$ cat src/rtl/epm_pkg.sv
package epm_pkg;

    typedef enum logic [1:0] {
        PH_IDLE  = 2'd0,
        PH_WATCH = 2'd1,
        PH_TRIP  = 2'd2
    } phase_e;

    // Worst-case sender period times safety margin.
    function automatic longint unsigned window_len(
        input int unsigned margin,
        input int unsigned chans,
        input int unsigned waits,
        input int unsigned touts,
        input int unsigned cnt_w
    );
        longint unsigned span;
        span = longint'(margin) * longint'(chans) * longint'(waits + touts);
        return span << cnt_w;
    endfunction

endpackage

$ cat src/rtl/epm_window.sv
module epm_window #(
    parameter int CNT_W = 22
) (
    input  logic             clk,
    input  logic             rst,
    input  logic             restart,
    input  logic             advance,
    input  logic [CNT_W-1:0] last_val,
    output logic [CNT_W-1:0] cnt,
    output logic             at_last
);
    logic [CNT_W-1:0] cnt_q;

    always_ff @(posedge clk) begin
        if (rst) begin
            cnt_q <= '0;
        end else if (restart) begin
            cnt_q <= '0;
        end else if (advance) begin
            cnt_q <= cnt_q + 1'b1;
        end
    end

    assign cnt     = cnt_q;
    assign at_last = (cnt_q == last_val);
endmodule

$ cat src/rtl/epm_phase.sv
module epm_phase
    import epm_pkg::*;
(
    input  logic   clk,
    input  logic   rst,
    input  logic   ping,
    input  logic   at_last,
    output phase_e phase,
    output logic   restart,
    output logic   advance
);
    phase_e phase_q, phase_d;

    always_comb begin
        phase_d = phase_q;
        restart = 1'b0;
        advance = 1'b0;
        case (phase_q)
            PH_IDLE: begin
                if (ping) begin
                    phase_d = PH_WATCH;
                    restart = 1'b1;
                end
            end
            PH_WATCH: begin
                if (ping) begin
                    restart = 1'b1;
                end else if (at_last) begin
                    phase_d = PH_TRIP;
                end else begin
                    advance = 1'b1;
                end
            end
            PH_TRIP: phase_d = PH_TRIP;
            default: phase_d = PH_TRIP;
        endcase
    end

    always_ff @(posedge clk) begin
        if (rst) phase_q <= PH_IDLE;
        else     phase_q <= phase_d;
    end

    assign phase = phase_q;
endmodule

$ cat src/rtl/ping_watchdog.sv
module ping_watchdog
    import epm_pkg::*;
#(
    parameter int unsigned CHANNELS      = 4,
    parameter int unsigned PING_CNT_W    = 16,
    parameter int unsigned WAIT_STEPS    = 2,
    parameter int unsigned TIMEOUT_STEPS = 2,
    parameter int unsigned MARGIN        = 4
) (
    input  logic clk,
    input  logic rst,
    input  logic ping_i,
    output logic escalate_o
);
    localparam longint unsigned LIMIT =
        window_len(MARGIN, CHANNELS, WAIT_STEPS, TIMEOUT_STEPS, PING_CNT_W);
    localparam int CNT_W = (LIMIT > 2) ? $clog2(LIMIT) : 1;
    localparam logic [CNT_W-1:0] LAST_VAL = CNT_W'(LIMIT - 1);

    phase_e           phase_q;
    logic [CNT_W-1:0] cnt_q;
    logic             at_last, restart, advance;

    epm_phase u_phase (
        .clk     (clk),
        .rst     (rst),
        .ping    (ping_i),
        .at_last (at_last),
        .phase   (phase_q),
        .restart (restart),
        .advance (advance)
    );

    epm_window #(.CNT_W(CNT_W)) u_window (
        .clk      (clk),
        .rst      (rst),
        .restart  (restart),
        .advance  (advance),
        .last_val (LAST_VAL),
        .cnt      (cnt_q),
        .at_last  (at_last)
    );

    assign escalate_o = (phase_q == PH_TRIP);
endmodule

$ cat config.mk
export PLATFORM = sky130hd
export DESIGN_NAME = ping_watchdog
export DESIGN_NICKNAME = d
export VERILOG_FILES = /design/src/rtl/epm_pkg.sv /design/src/rtl/epm_window.sv /design/src/rtl/epm_phase.sv /design/src/rtl/ping_watchdog.sv
export SDC_FILE = /design/constraint.sdc
export NUM_CORES = 1
export LEC_CHECK = 0
export BUFFER_PORTS_ARGS = -buffer_cell sky130_fd_sc_hd__buf_2
export CAP_MARGIN = 20
export CORE_ASPECT_RATIO = 2
export CORE_MARGIN = 5
export CORE_UTILIZATION = 40
export DETAILED_ROUTE_END_ITERATION = 7
export PLACE_DENSITY_LB_ADDON = 0.12
export SYNTH_ARGS = -nofsm -noshare
export SYNTH_HDL_FRONTEND = slang
export SYNTH_SLANG_ARGS = --single-unit
$ cat constraint.sdc
create_clock -name clk -period 2.2 [get_ports clk]
set_input_delay 0.22 -clock clk [delete_from_list [all_inputs] [get_ports clk]]
set_output_delay 0.22 -clock clk [all_outputs]
set_load 0.1 [all_outputs]
# [Word-level counts from Yosys, hierarchy flattened]
# Cells that the tools add are included.
[classes] add_sub_neg=1 eq_ne=6 mux=9 reduce_logical=4
[op_table] cell="$add A22 B1 Y22 const B" count=1
[op_table] cell="$eq A22 B22 Y1 const B" count=1
[op_table] cell="$mux W2" count=3
[op_table] cell="$ne A2 B2 Y1 const B" count=3
[op_table] cell="$mux W1" count=5
[op_table] cell="$pmux W2 S2" count=1
[op_table] cell="$reduce_or A2 Y1" count=2
[op_table] cell="$reduce_and A3 Y1" count=1
[op_table] cell="$eq A2 B1 Y1 const B" count=1
[op_table] cell="$eq A2 B2 Y1 const B" count=1
[op_table] cell="$logic_not A2 Y1" count=1
[totals] ff_bits=24 out_inout_bits=1

# [Depth between registers and ports, before layout]
# Gate-level depths: netlist of the first run.
[depth] depth_word=4 mapped_depth=7

# [Hierarchy]
# From an unflattened synthesis of the first run, not the netlist that was laid out.
[unflattened] hier_cells=160 hier_area_um2=1406.3
[by_module_without_submodules] mod="epm_window" instances=1 cells_each=148 area_per_inst_um2=1293.7 seq_area_each_um2=440.4
[by_module_without_submodules] mod="epm_phase" instances=1 cells_each=10 area_per_inst_um2=95.1 seq_area_each_um2=40.0
[by_module_without_submodules] mod="ping_watchdog" instances=1 cells_each=2 area_per_inst_um2=17.5 seq_area_each_um2=0.0

# [Least setup slack after synthesis of the first run]
# No wires, ideal clock.
[synth_timing] kind="reg2out" from="register u_phase.phase_q[1] (netlist: u_phase.phase[1])" to="output escalate_o" arrival_ns=1.698 required_ns=1.980 slack_ns=0.282 path_stages_with_launch=3 cell_sequence="dfxtp_1 > inv_1 > nor2_1"
[synth_via] elab_chain_cells=1
[synth_rtl] element="from (decl)" line="epm_phase.sv:12" rtl="phase_e phase_q, phase_d;"
[synth_rtl] element="from (signal assigned)" line="epm_phase.sv:41" rtl="else phase_q <= phase_d;"
[synth_rtl] element="$eq A2 B2 Y1" line="ping_watchdog.sv:44" rtl="assign escalate_o = (phase_q == PH_TRIP);"
[synth_rtl] element="to (decl)" line="ping_watchdog.sv:13" rtl="output logic escalate_o"
# No other way between the ends.

# [Final worst setup path of the first run]
[layout_timing] from="register u_window.cnt_q[0] (netlist: u_window.cnt[0])" to="register u_window.cnt_q[15] (netlist: u_window.cnt[15])"
[layout_via] elab_chain_cells=4
[layout_rtl] element="from (decl)" line="epm_window.sv:12" rtl="logic [CNT_W-1:0] cnt_q;"
[layout_rtl] element="from (signal assigned)" line="epm_window.sv:20" rtl="cnt_q <= cnt_q + 1'b1;"
[layout_rtl] element="branches (longest 4 deep; another with $add A22 B1 Y22)"
# Several ways; the timed one is not identified.
# A chain may end at the register's enable or synchronous reset.

==> results of run 1 <==
metal layers:
| layer | wire, um | global-route usage [%] |
|---|---|---|
| met1 | 1140 | 15.2 |
| met4 | 76 | 8.09 |
| met3 | 55 | 1.53 |
| met5 | 0 | 0 |
| met2 | 1490 | 26.8 |
metrics by stage:
stage / instance area [um^2] / cells / util, %
floorplan: 1220 / 146 / -
global placement: 1260 / 177 / 43.0
detailed placement: 1260 / 177 / 43.0
CTS: 1310 / 180 / 44.4
global route: 1310 / 180 / 44.4
finish: 1310 / 180 / 44.4
worst paths after layout:
check / from / to / slack [ns]
worst max-delay path: u_window.cnt[0] / u_window.cnt[15] / 0.27
worst min register to register: u_phase.phase[1] / u_phase.phase[0] / 0.47
worst min-delay path: rst / u_phase.phase[0] / 0.13
worst max register to register: u_window.cnt[0] / u_window.cnt[15] / 0.27
critical path, delay by kind of cell (launching register included):
kind	cells	cell delay, ns
compound gates	2	0.30
fa+ha+maj	1	0.23
buf+inv	1	0.21
flops	1	0.34
simple gates	3	0.78
sequential cells by signal, summed over array words and instances, names as in the netlist:
name	count
u_phase.phase	2
u_window.cnt	22
report_power, final:
group          switching (mW)  internal, mW  total [mW]
registers             0.00194         0.436       0.438
clock network           0.142         0.123       0.264
logic                  0.0163       0.00703      0.0233
cells in the final DEF, fill, tap and decap left out:
master	Yosys	final
or2_2	1	1
a31o_2	1	1
nor3b_2	1	1
clkbuf_8	0	3
nand4_1	4	4
buf_2	1	3
and2_1	2	2
dfxtp_1	24	24
o311ai_2	1	1
nand3_4	1	1
a21o_1	1	1
xnor2_1	5	5
or4_1	7	7
and4_1	1	1
and3_1	3	3
o311ai_1	1	1
nand3_1	8	8
a31oi_1	2	2
a21oi_1	15	15
a211oi_1	2	2
nand2_1	16	16
mux2i_1	1	1
nor3_1	4	4
inv_1	2	2
o21ai_0	4	4
ha_1	1	1
or3_1	5	5
xor2_1	1	1
buf_4	0	3
nand4_2	1	1
o31ai_2	1	1
o31ai_1	5	5
o211ai_1	2	2
nor4_1	2	2
or2_1	1	1
nor2_1	13	13
nand2b_1	2	2
layout make-up:
cell class	count	area, um^2
Tap cell	30	37.5
Clock buffer	3	41.3
Fill cell	303	1640
Sequential cell	24	480
Timing Repair Buffer	6	37.5
Multi-Input combinational cell	115	702
Inverter	2	7.51
cell families after synthesis:
| group | synth area share, % |
|---|---|
| mux | 0.821 |
| flops | 39.4 |
| xor+xnor | 4.31 |
| buf+inv | 2.98 |
| compound gates | 18.8 |
| fa+ha+maj | 1.03 |
| simple gates | 32.6 |
==> impl_metrics.py, run 1 <==
metrics = {
    "sta": {
        "min_period_over_period_pct": 87.8,
        "worst_slew_pin_slew_ns": 0.711,
        "hold_viol": 0,
        "rsz0062_at_grt": "no",
        "whs_ns": 0.132,
        "slew_violations": 0,
        "fmax_mhz": 518,
        "worst_slack_ns": 0.269,
        "slew_headroom_pct": 52.6,
        "skew_ns": 0.00159,
        "setup_violations": 0,
        "layout_min_cycle_time_ns": 1.93,
        "tns_ns": 0,
    },
    "clock_network": {
        "htreeDepth": 1,
        "cts_buffers": 3,
        "cts.sinks": 24,
        "clock-root-buffer": "clkbuf_8",
        "clk_latency_ns": 0.27,
        "cts_setup_buffers": 0,
        "cts_resized": 0,
        "path_clk_slew_ns": 0.08,
        "hold_buffers": 0,
        "cts_buffer_depth": 2,
        "cts_tree": "built",
    },
    "placed_design": {
        "dp_hpwl_mm": 2.06,
        "gp_congestion": 0.796,
        "pre_cts_ws_ns": 0.285,
        "portBuffers": 3,
    },
    "synth": {
        "netlist_instances": 146,
        "syn_avg_cell_area_um2": 8.35,
        "syn_area_mm2": 0.00122,
        "yosys-top-cells-count": "24 x dfxtp_1, 16 x nand2_1, 15 x a21oi_1",
        "ys_types": 38,
        "syn-num-nets": 150,
        "synth_most_common_cell": "dfxtp_1",
        "synth_ff_type": "dfxtp_1",
        "synth_top_cell_by_area": "dfxtp_1",
        "async_flop_share_pct": 0,
        "ys_seq_elements": 24,
        "yosys-top-cells-area": "dfxtp_1 39%, a21oi_1 6.2%, nand2_1 4.9%",
        "ys.warnings.count": 0,
        "yosys.area.top_type_share_pct": 39.4,
        "synth_enable_flop_cells": 0,
        "ys_seq_area_share_pct": 39.4,
    },
    "critical_path": {
        "critical_path_arrival_ns": 2.13,
        "end_kind": "flop",
        "reg2regPathDepth": 7,
        "path_max_fanout": 8,
        "crit_required_ns": 2.40,
        "crit_path_cell_trace": "ha_1, and3_1, nand2_1, o311ai_1, buf_4, or4_1, a21oi_1",
        "crit_type": "flop to flop",
        "start_kind": "flop",
        "max_stage_delay_ns": 0.46,
        "slowest_stage": "or4_1",
    },
    "floorplanning": {
        "die_x_um": 49.0,
        "dieHeight_um": 88.1,
        "fp.coreArea_mm2": 0.00294,
        "ios": 4,
        "die-area_mm2": 0.00432,
        "row_count": 28,
        "start_util_pct": 41.4,
    },
    "finish": {
        "drive_gt1_share_pct": 10.7,
        "n_antenna_cell": 0,
        "final_nets": 156,
        "syn_to_final_growth_pct": 7.19,
    },
    "global_route": {
        "overflow": 0,
        "grt_usage_pct": 14.4,
        "grt_max_degree": 23,
        "grt_pass1_vias": 1039,
        "antenna_found_initial": 0,
        "grt_pass1_wl_mm": 4.75,
    },
    "pwr": {
        "p_total_mw": 0.726,
        "irDropWorstVdd_v": 0.000306,
        "powerDensity_mw_per_mm2": 556,
        "p_leak_nw": 0.396,
    },
    "route": {
        "vias_per_cell": 5.98,
        "drcViolationCount": 0,
        "drt_iter0_markers": 52,
        "wl_per_cell_um": 15.4,
        "vias": 1076,
        "drt_first_pass_iters": 4,
        "wirelength_mm": 2.77,
        "ant_nets": 0,
    },
    "job": {
        "drv_cap": 0,
    },
    "status": {
        "outcome": "complete, no violations",
    },
    "min_path": {
        "hold_depth": 2,
        "hp-class": "primary input to flop",
    },
}
No activity file was read; power rests on OpenSTA's default activity.
==> run 2: changes to the inputs <==
--- a/config.mk
+++ b/config.mk
@@ -10,6 +10,7 @@
 export CORE_ASPECT_RATIO = 2
 export CORE_MARGIN = 5
 export CORE_UTILIZATION = 40
+export CTS_BUF_LIST = sky130_fd_sc_hd__clkbuf_2
 export DETAILED_ROUTE_END_ITERATION = 7
 export PLACE_DENSITY_LB_ADDON = 0.12
 export SYNTH_ARGS = -nofsm -noshare
==> run 2 against run 1 <==
Net effect:
- fmax shrank 0.75%
- clock power decreased by 35%
- global-route usage is 0.17 points lower
- utilization fell by 0.89 points
- sequential share of layout area is 0.75 points higher
- hold slack worse by 0.10 ns
- cell count is the same
- total power shrank 12%
- critical endpoint unchanged
- highest routed layer unchanged
==> impl_metrics.py, run 2 (synthesized netlist as in run 1, its figures left out) <==
metrics = {
    "floorplanning": {
        "ios": 4,
        "row_count": 28,
        "die_x_um": 49.0,
        "die-area_mm2": 0.00432,
        "start_util_pct": 41.4,
        "fp.coreArea_mm2": 0.00294,
        "dieHeight_um": 88.1,
    },
    "finish": {
        "drive_gt1_share_pct": 10.7,
        "fillers": 304,
        "n_antenna_cell": 0,
        "layout_common_cells": "24 x dfxtp_1, 16 x nand2_1, 15 x a21oi_1, 13 x nor2_1, 8 x nand3_1",
        "final_nets": 156,
        "syn_to_final_growth_pct": 5.03,
        "layout_commonest_cell": "dfxtp_1",
        "largest_reg_flops": 22,
    },
    "clock_network": {
        "cts_setup_buffers": 0,
        "cts.sinks": 24,
        "cts_resized": 0,
        "clock-root-buffer": "clkbuf_2",
        "path_clk_slew_ns": 0.22,
        "hold_buffers": 0,
        "cts_tree": "built",
        "clk_latency_ns": 0.35,
        "htreeDepth": 1,
        "cts_buffer_depth": 2,
        "cts_buffers": 3,
    },
    "critical_path": {
        "crit_type": "flop to flop",
        "reg2regPathDepth": 7,
        "path_max_fanout": 8,
        "crit_required_ns": 2.50,
        "start_kind": "flop",
        "end_kind": "flop",
        "critical_path_arrival_ns": 2.24,
        "r2r_slack_ns": 0.25,
        "reg2reg_to": "u_window.cnt[15]",
        "setup.worst_path.start": "u_window.cnt[0]",
        "r2r-start": "u_window.cnt[0]",
        "endpoint": "u_window.cnt[15]",
    },
    "route": {
        "vias": 1073,
        "vias_per_cell": 5.96,
        "drt_iter0_markers": 43,
        "wirelength_mm": 2.77,
        "ant_nets": 0,
        "drt_first_pass_iters": 4,
        "wl_per_cell_um": 15.4,
        "drcViolationCount": 0,
    },
    "sta": {
        "hold_viol": 0,
        "worst_slew_pin_slew_ns": 0.712,
        "fmax_mhz": 514,
        "rsz0062_at_grt": "no",
        "tns_ns": 0,
        "slew_violations": 0,
        "slew_headroom_pct": 52.5,
        "layout_min_cycle_time_ns": 1.95,
        "setup_violations": 0,
        "skew_ns": 0.00585,
        "min_period_over_period_pct": 88.4,
    },
    "global_route": {
        "grt_usage_pct": 14.2,
        "grt_use_met1_pct": 15.6,
        "antenna_found_initial": 0,
        "grt_pass1_wl_mm": 4.75,
        "grt-busiest-layer": "met2",
        "overflow": 0,
        "use_met2_pct": 26.5,
        "met3_usage_pct": 1.53,
        "grt_max_degree": 23,
        "grt_pass1_vias": 1038,
    },
    "pwr": {
        "p_leak_nw": 0.386,
        "p_total_mw": 0.635,
        "clock_power_share_pct": 27.0,
        "p_int_mw": 0.482,
        "p_sw_mw": 0.153,
        "sw_frac_of_total_pct": 24.1,
        "seqPwrFrac_pct": 69.3,
        "irDropWorstVdd_v": 0.000289,
        "powerDensity_mw_per_mm2": 496,
        "combPwrFrac_pct": 3.7,
    },
    "min_path": {
        "hold_path.startpoint": "rst",
        "hp-class": "primary input to flop",
        "hold_depth": 2,
    },
    "status": {
        "outcome": "complete, no violations",
    },
    "placed_design": {
        "dp_hpwl_mm": 2.06,
        "gp_congestion": 0.796,
        "portBuffers": 3,
    },
    "job": {
        "drv_cap": 0,
    },
}
-- run 2: how the worst min path moves through the flow --
stage                       end
2_1_floorplan  u_phase.phase[0]
3_3_place_gp   u_phase.phase[0]
3_5_place_dp   u_phase.phase[0]
4_1_cts        u_phase.phase[0]
5_1_grt        u_phase.phase[0]
6_report       u_phase.phase[0]
-- run 2: critical path: stages (launching register included) --
cell	delay [ns]
dfxtp_1	0.38
ha_1	0.23
and3_1	0.21
nand2_1	0.11
o311ai_1	0.15
buf_4	0.21
or4_1	0.46
a21oi_1	0.14
-- run 2: area by class of cell --
class / instances / area, um^2 / share of cell area, %
Tap cell: 30 / 37.5 / 2.93
Sequential cell: 24 / 480 / 37.5
Timing Repair Buffer: 6 / 37.5 / 2.93
Clock buffer: 3 / 15.0 / 1.17
Multi-Input combinational cell: 115 / 702 / 54.8
Inverter: 2 / 7.51 / 0.587
-- run 2: routing by layer --
metal,share of wire [%],vias up
li1,-,554
met1,42,505
met2,54,10
met3,1.6,4
met4,2.2,0
met5,0,-
-- run 2: through the flow --
step                      worst slack (ns)  util (%)  area [um^2]  cells  hold WS (ns)
final                                0.254      43.5         1280    180        0.0294
after global routing                 0.119      43.5         1280    180       0.00147
after CTS                            0.232      43.5         1280    180        0.0136
after detailed placement             0.285      43.0         1260    177         0.418
after global placement               0.281      43.0         1260    177         0.420
after floorplan                      0.282         -         1220    146         0.297
-- run 2: power by group through the flow --
stage                     clock [mW]  combinational [mW]  sequential, mW
final                          0.171              0.0235           0.440
after global placement             0              0.0233           0.448
after global routing           0.195              0.0264           0.441
after detailed placement           0              0.0236           0.448
after floorplan                    0              0.0161           0.448
after CTS                      0.178              0.0237           0.440
